`config.mk`:
```
export PLATFORM = sky130hd
export DESIGN_NAME = pio_strobe_timer
export DESIGN_NICKNAME = d
export VERILOG_FILES = /design/src/rtl/pio_timer_pkg.sv /design/src/rtl/pio_cfg_regs.sv /design/src/rtl/pio_phase_fsm.sv /design/src/rtl/pio_strobe_timer.sv
export SDC_FILE = /design/constraint.sdc
export NUM_CORES = 1
export LEC_CHECK = 0
export BUFFER_PORTS_ARGS = -buffer_cell sky130_fd_sc_hd__buf_2
export CELL_PAD_IN_SITES_DETAIL_PLACEMENT = 2
export CELL_PAD_IN_SITES_GLOBAL_PLACEMENT = 2
export CORE_AREA = 2 2 85 79
export DETAILED_ROUTE_END_ITERATION = 8
export DIE_AREA = 0 0 87 81
export GPL_ROUTABILITY_DRIVEN = 0
export GPL_TIMING_DRIVEN = 0
export PLACE_DENSITY = 0.78
export SKIP_CTS_REPAIR_TIMING = 1
export SLEW_MARGIN = 5
export SYNTH_ARGS = -nofsm -noshare
export SYNTH_HDL_FRONTEND = slang
export SYNTH_SLANG_ARGS = --single-unit
export TNS_END_PERCENT = 100
```
`constraint.sdc`:
```
create_clock -name clk -period 3.45 [get_ports clk]
set_input_delay 0.5175 -clock clk [delete_from_list [all_inputs] [get_ports clk]]
set_output_delay 0.5175 -clock clk [all_outputs]
set_load 0.01 [all_outputs]
```
`src/rtl/pio_timer_pkg.sv`:
```
package pio_timer_pkg;

    localparam int NUM_DRV   = 2;
    localparam int DRV_W     = $clog2(NUM_DRV);
    localparam int TIM_W     = 8;
    localparam int NIB_W     = 4;
    localparam int CNT_W     = NIB_W + 1;
    localparam int ADDR_W    = 2;
    localparam int SU_CODE_W = 2;
    localparam int SU_LSB    = 6;
    localparam int PEND_BIT  = 4;

    localparam logic [ADDR_W-1:0] A_TIM0 = ADDR_W'(0);
    localparam logic [ADDR_W-1:0] A_SU0  = ADDR_W'(2);
    localparam logic [ADDR_W-1:0] A_SU1  = ADDR_W'(3);

    localparam logic [SU_CODE_W-1:0] SU_RESET = '1;

    typedef enum logic [1:0] {
        PH_IDLE,
        PH_SETUP,
        PH_ACTIVE,
        PH_RECOVER
    } phase_t;

    // Active nibble: zero stands for the full nibble range.
    function automatic logic [CNT_W-1:0] active_clocks(input logic [NIB_W-1:0] code);
        return (code == '0) ? CNT_W'(1 << NIB_W) : CNT_W'(code);
    endfunction

    // Recovery nibble: all-ones is the one-clock minimum, zero the maximum,
    // others are offset by one.
    function automatic logic [CNT_W-1:0] recover_clocks(input logic [NIB_W-1:0] code);
        if (code == '1)
            return CNT_W'(1);
        else if (code == '0)
            return CNT_W'(1 << NIB_W);
        else
            return CNT_W'(code) + CNT_W'(1);
    endfunction

    function automatic logic [CNT_W-1:0] setup_clocks(input logic [SU_CODE_W-1:0] code);
        logic [CNT_W-1:0] n;
        unique case (code)
            2'b01:   n = CNT_W'(2);
            2'b10:   n = CNT_W'(3);
            2'b00:   n = CNT_W'(4);
            default: n = CNT_W'(5);
        endcase
        return n;
    endfunction

endpackage

```
`src/rtl/pio_cfg_regs.sv`:
```
module pio_cfg_regs
    import pio_timer_pkg::*;
#(
    parameter bit SHARED_SETUP = 1'b0
) (
    input  logic                             clk,
    input  logic                             rst_n,
    input  logic                             we,
    input  logic [ADDR_W-1:0]                addr,
    input  logic [TIM_W-1:0]                 wdata,
    input  logic                             irq_event,
    output logic [NUM_DRV-1:0][TIM_W-1:0]    timing_o,
    output logic [CNT_W-1:0]                 setup_clks_o,
    output logic                             pending_o
);

    logic [TIM_W-1:0] tim_q [NUM_DRV];
    logic             pend_q;

    for (genvar g = 0; g < NUM_DRV; g++) begin : g_tim
        always_ff @(posedge clk or negedge rst_n) begin
            if (!rst_n)
                tim_q[g] <= '0;
            else if (we && addr == (A_TIM0 + ADDR_W'(g)))
                tim_q[g] <= wdata;
        end
        assign timing_o[g] = tim_q[g];
    end

    if (SHARED_SETUP) begin : g_shared
        logic [SU_CODE_W-1:0] su_q;
        always_ff @(posedge clk or negedge rst_n) begin
            if (!rst_n)
                su_q <= SU_RESET;
            else if (we && addr == A_SU0)
                su_q <= wdata[SU_LSB +: SU_CODE_W];
        end
        assign setup_clks_o = setup_clocks(su_q);
    end else begin : g_per_drive
        logic [SU_CODE_W-1:0] su0_q, su1_q;
        logic [CNT_W-1:0]     n0, n1;
        always_ff @(posedge clk or negedge rst_n) begin
            if (!rst_n) begin
                su0_q <= SU_RESET;
                su1_q <= SU_RESET;
            end else if (we) begin
                if (addr == A_SU0) su0_q <= wdata[SU_LSB +: SU_CODE_W];
                if (addr == A_SU1) su1_q <= wdata[SU_LSB +: SU_CODE_W];
            end
        end
        assign n0 = setup_clocks(su0_q);
        assign n1 = setup_clocks(su1_q);
        assign setup_clks_o = (n0 > n1) ? n0 : n1;
    end

    always_ff @(posedge clk or negedge rst_n) begin
        if (!rst_n)
            pend_q <= 1'b0;
        else if (irq_event)
            pend_q <= 1'b1;
        else if (we && addr == A_SU0 && wdata[PEND_BIT])
            pend_q <= 1'b0;
    end
    assign pending_o = pend_q;

    assert_pending_kept_R10: assert property (@(posedge clk) disable iff (!rst_n)
        (pend_q && we && addr == A_SU0 && !wdata[PEND_BIT]) |=> pend_q);

    assert_event_sets_R10: assert property (@(posedge clk) disable iff (!rst_n)
        irq_event |=> pend_q);

endmodule

```
`src/rtl/pio_phase_fsm.sv`:
```
module pio_phase_fsm
    import pio_timer_pkg::*;
(
    input  logic                          clk,
    input  logic                          rst_n,
    input  logic                          req,
    input  logic [DRV_W-1:0]              drv_sel,
    input  logic [NUM_DRV-1:0][TIM_W-1:0] timing,
    input  logic [CNT_W-1:0]              setup_clks,
    output logic                          addr_phase,
    output logic                          strobe,
    output logic                          busy,
    output logic                          done
);

    phase_t           state;
    logic [CNT_W-1:0] cnt;
    logic [CNT_W-1:0] act_q, rec_q;
    logic             done_q;
    logic [TIM_W-1:0] sel_tim;

    assign sel_tim = timing[drv_sel];

    // State register with phase counter; timing snapshotted at acceptance.
    always_ff @(posedge clk or negedge rst_n) begin
        if (!rst_n) begin
            state  <= PH_IDLE;
            cnt    <= '0;
            act_q  <= '0;
            rec_q  <= '0;
            done_q <= 1'b0;
        end else begin
            done_q <= 1'b0;
            unique case (state)
                PH_IDLE: begin
                    if (req) begin
                        state <= PH_SETUP;
                        cnt   <= setup_clks - CNT_W'(1);
                        act_q <= active_clocks(sel_tim[TIM_W-1 -: NIB_W]);
                        rec_q <= recover_clocks(sel_tim[NIB_W-1:0]);
                    end
                end
                PH_SETUP: begin
                    if (cnt == '0) begin
                        state <= PH_ACTIVE;
                        cnt   <= act_q - CNT_W'(1);
                    end else begin
                        cnt <= cnt - CNT_W'(1);
                    end
                end
                PH_ACTIVE: begin
                    if (cnt == '0) begin
                        state <= PH_RECOVER;
                        cnt   <= rec_q - CNT_W'(1);
                    end else begin
                        cnt <= cnt - CNT_W'(1);
                    end
                end
                PH_RECOVER: begin
                    if (cnt == '0) begin
                        state  <= PH_IDLE;
                        done_q <= 1'b1;
                    end else begin
                        cnt <= cnt - CNT_W'(1);
                    end
                end
            endcase
        end
    end

    // Outputs decoded from the state.
    always_comb begin
        addr_phase = 1'b0;
        strobe     = 1'b0;
        busy       = 1'b1;
        unique case (state)
            PH_IDLE:    busy       = 1'b0;
            PH_SETUP:   addr_phase = 1'b1;
            PH_ACTIVE:  strobe     = 1'b1;
            PH_RECOVER: ;
        endcase
        done = done_q;
    end

    assert_start_from_idle_R2: assert property (@(posedge clk) disable iff (!rst_n)
        $rose(addr_phase) |-> !$past(busy));

    assert_strobe_after_setup_R6: assert property (@(posedge clk) disable iff (!rst_n)
        $rose(strobe) |-> $past(addr_phase));

    assert_recovery_gap_R5: assert property (@(posedge clk) disable iff (!rst_n)
        $fell(strobe) |-> (busy && !addr_phase));

    assert_done_single_R6: assert property (@(posedge clk) disable iff (!rst_n)
        done |=> !done);

    assert_done_after_recovery_R6: assert property (@(posedge clk) disable iff (!rst_n)
        done |-> (!busy && $past(busy) && !$past(strobe) && !$past(addr_phase)));

endmodule

```
`src/rtl/pio_strobe_timer.sv`:
```
module pio_strobe_timer
    import pio_timer_pkg::*;
#(
    parameter bit SHARED_SETUP = 1'b0
) (
    input  logic                clk,
    input  logic                rst_n,
    input  logic                cfg_we,
    input  logic [ADDR_W-1:0]   cfg_addr,
    input  logic [TIM_W-1:0]    cfg_wdata,
    input  logic                irq_event,
    input  logic                req,
    input  logic [DRV_W-1:0]    drv_sel,
    output logic                addr_phase,
    output logic                strobe,
    output logic                busy,
    output logic                done,
    output logic                irq_pending
);

    logic [NUM_DRV-1:0][TIM_W-1:0] timing;
    logic [CNT_W-1:0]              setup_clks;

    pio_cfg_regs #(
        .SHARED_SETUP(SHARED_SETUP)
    ) u_regs (
        .clk          (clk),
        .rst_n        (rst_n),
        .we           (cfg_we),
        .addr         (cfg_addr),
        .wdata        (cfg_wdata),
        .irq_event    (irq_event),
        .timing_o     (timing),
        .setup_clks_o (setup_clks),
        .pending_o    (irq_pending)
    );

    pio_phase_fsm u_fsm (
        .clk        (clk),
        .rst_n      (rst_n),
        .req        (req),
        .drv_sel    (drv_sel),
        .timing     (timing),
        .setup_clks (setup_clks),
        .addr_phase (addr_phase),
        .strobe     (strobe),
        .busy       (busy),
        .done       (done)
    );

endmodule

```
==> results_dict.tcl <==
set metrics [dict create \
    avgSynthCellArea_um2 10.5 \
    grt_use_total_pct 17.4 \
    clk_path_buf_depth 2 \
    finish.utilization_pct 42.4 \
    r2r_end "u_fsm.cnt[2]" \
    worstMarginPinSlew_ps 901 \
    period_share_pct 89.4 \
    yosys.area.top_type "dfrtp_1" \
    antenna_left 0 \
    postPlaceCellArea_um2 2540 \
    hold_violations 0 \
    end_kind "flip-flop" \
    areaGrowthSynthToFinish_pct 13.2 \
    synth_area_leaders "dfrtp_1 37%, mux2_2 10%, ha_1 9.6%" \
    fin_skew_ps 9.17 \
    overflow 0 \
    path_class "reg2reg" \
    clkTransAtPathRegs_ps 90 \
    hpwl_um 4210 \
    cts.sinks 39 \
    vdd_drop_max_mv 0.260 \
    ys_types 46 \
    die_h_um 81 \
    cts_buffers 5 \
    drt_iter0_markers 43 \
    synth_ff_type "dfrtp_1" \
    synth_warnings 0 \
    relSlewSlack_pct 40.0 \
    coreArea_um2 6270 \
    power-per-cell-area_nw_per_um2 870 \
    finalMaxSlewViolations 0 \
    pin_count 21 \
    n_antenna_cell 0 \
    wl_per_cell_um 17.2 \
    hp-class "in2async" \
    nets 284 \
    clk_latency_ps 300 \
    rsz0062_at_grt "no" \
    ys_async_sr_fraction_pct 100 \
    syn-instance-count 224 \
    r2r.worst_path.cells 13 \
    synth_fp_nets 258 \
    avgViaCountPerCell 5.43 \
    fin_area_um2 2660 \
    start_kind "flip-flop" \
    status "completed" \
    final_cell_mix "35 x dfrtp_1, 21 x inv_1, 21 x buf_2, 21 x mux2_2, 20 x nand2_1" \
    vias 1770 \
    initial_core_util_pct 37.5 \
    cts_tree "yes" \
    synth-edff-count 0 \
    cp_max_fo 5 \
    die_x_um 87 \
    tns_ps 0 \
    syn-cell-area_um2 2350 \
    portBuffers 19 \
    layout_min_cycle_time_ps 3080 \
    final_common_cell "dfrtp_1" \
    grt_first_pass_wirelength_um 9400 \
    p_leak_nw 1.19 \
    ys_ff_latch 39 \
    setup_violations 0 \
    grt_pass1_vias 1916 \
    cp_data_required_time_ps 3630 \
    drc_errors 0 \
    crit_arrival_ps 3270 \
    antenna_found_initial 0 \
    grt_max_degree 40 \
    rows 28 \
    synth-seq-area-share_pct 41.7 \
    htreeDepth 2 \
    die_area_um2 7050 \
    layout-drive-gt1-share_pct 24.7 \
    fin_total_pwr_mw 2.31 \
    ctsRootBufferMaster "clkbuf_8" \
    first_pass_iters 4 \
    drt-total-wl_um 5600 \
    r2r_setup_slack_ps 370 \
    synth_top_area_share_pct 37.3 \
    reg2reg_from "u_regs.g_per_drive.su1_q[0]" \
    drv_cap 0 \
    hold-worst-slack_ps 315 \
    max_freq_ghz 0.324 \
]
worst max path at each step:
stage                     cells after the start  slack (ps)                         from           end
after floorplan                              12         680  u_regs.g_per_drive.su0_q[0]  u_fsm.cnt[2]
after global placement                       13         360  u_regs.g_per_drive.su1_q[0]  u_fsm.cnt[2]
after detailed placement                     13         320  u_regs.g_per_drive.su1_q[0]  u_fsm.cnt[2]
after CTS                                    13         300  u_regs.g_per_drive.su1_q[0]  u_fsm.cnt[2]
after global routing                         13          30  u_regs.g_per_drive.su1_q[0]  u_fsm.cnt[2]
final                                        13         370  u_regs.g_per_drive.su1_q[0]  u_fsm.cnt[2]
logic make-up (layout without fill, tap and decap cells):
| kind of cell | after synthesis | count (layout) | share of synthesized area [%] |
|---|---|---|---|
| flops | 39 | 39 | 41.7 |
| compound gates | 42 | 42 | 12.6 |
| xor+xnor | 10 | 10 | 3.73 |
| simple gates | 61 | 61 | 14.5 |
| fa+ha+maj | 18 | 18 | 9.58 |
| buf+inv | 24 | 51 | 3.94 |
| mux | 30 | 30 | 13.9 |
power by group:
part	total [mW]	switching (mW)	leakage [nW]	internal (mW)
Clock	0.419	0.181	0.0618	0.238
Combinational	1.15	0.632	0.664	0.517
Sequential	0.746	0.139	0.467	0.607
flip-flops by register name (all words and copies together), names as in the netlist:
register,cells
u_fsm.act_q,5
u_fsm.cnt,5
u_fsm.done,1
u_fsm.rec_q,5
u_fsm.state,2
u_regs.g_per_drive.su0_q,2
u_regs.g_per_drive.su1_q,2
u_regs.pending_o,1
u_regs.timing_o,16
worst max-delay path, cell delays in order (launching register included):
cell      delay, ps
dfstp_2         550
inv_1            40
ha_1            360
inv_1            80
ha_1            310
a21oi_1         300
a21boi_1        200
nand2_1         100
o21ai_0          90
ha_1            260
nor2b_1         140
o211ai_1        140
nor4bb_1        300
nor3_1           90
per-stage QoR:
stage	std cells	setup WS [ps]
6_report	326	367
5_1_grt	326	35.0
4_1_cts	326	304
3_5_place_dp	318	317
3_3_place_gp	318	363
2_1_floorplan	224	684
Yosys cell counts, types with 2 or more instances:
cell and n:
nand2_1 20, dfstp_2 4, nor2_1 11, nor3_1 7
nor3b_1 3, buf_2 2, o22ai_1 4, xnor2_1 9
nand3b_1 3, mux2i_1 9, nor2b_1 2, a221oi_1 3
o211ai_1 2, a21oi_1 3, o21ai_0 11, o21ai_1 2
inv_1 21, mux2_2 21, dfrtp_1 35, nand3_1 2
a211oi_1 3, nand2b_1 6, ha_1 18
per-layer routing:
metal	wire, µm	global-route usage (%)	vias to the layer above
met4	58	4.69	0
met5	0	0	-
met2	2880	31.8	26
met3	150	3.05	6
met1	2520	20.9	893
li1	-	-	845
cell type report:
class | instances | area [µm²]
Fill cell | 685 | 3610
Multi-Input combinational cell | 161 | 1280
Sequential cell | 39 | 981
Timing Repair Buffer | 19 | 95.1
Tap cell | 75 | 93.8
Clock buffer | 6 | 82.6
Inverter | 21 | 78.8
Clock inverter | 2 | 38.8
Buffer | 3 | 13.8
(Power assumes the default switching activity.)
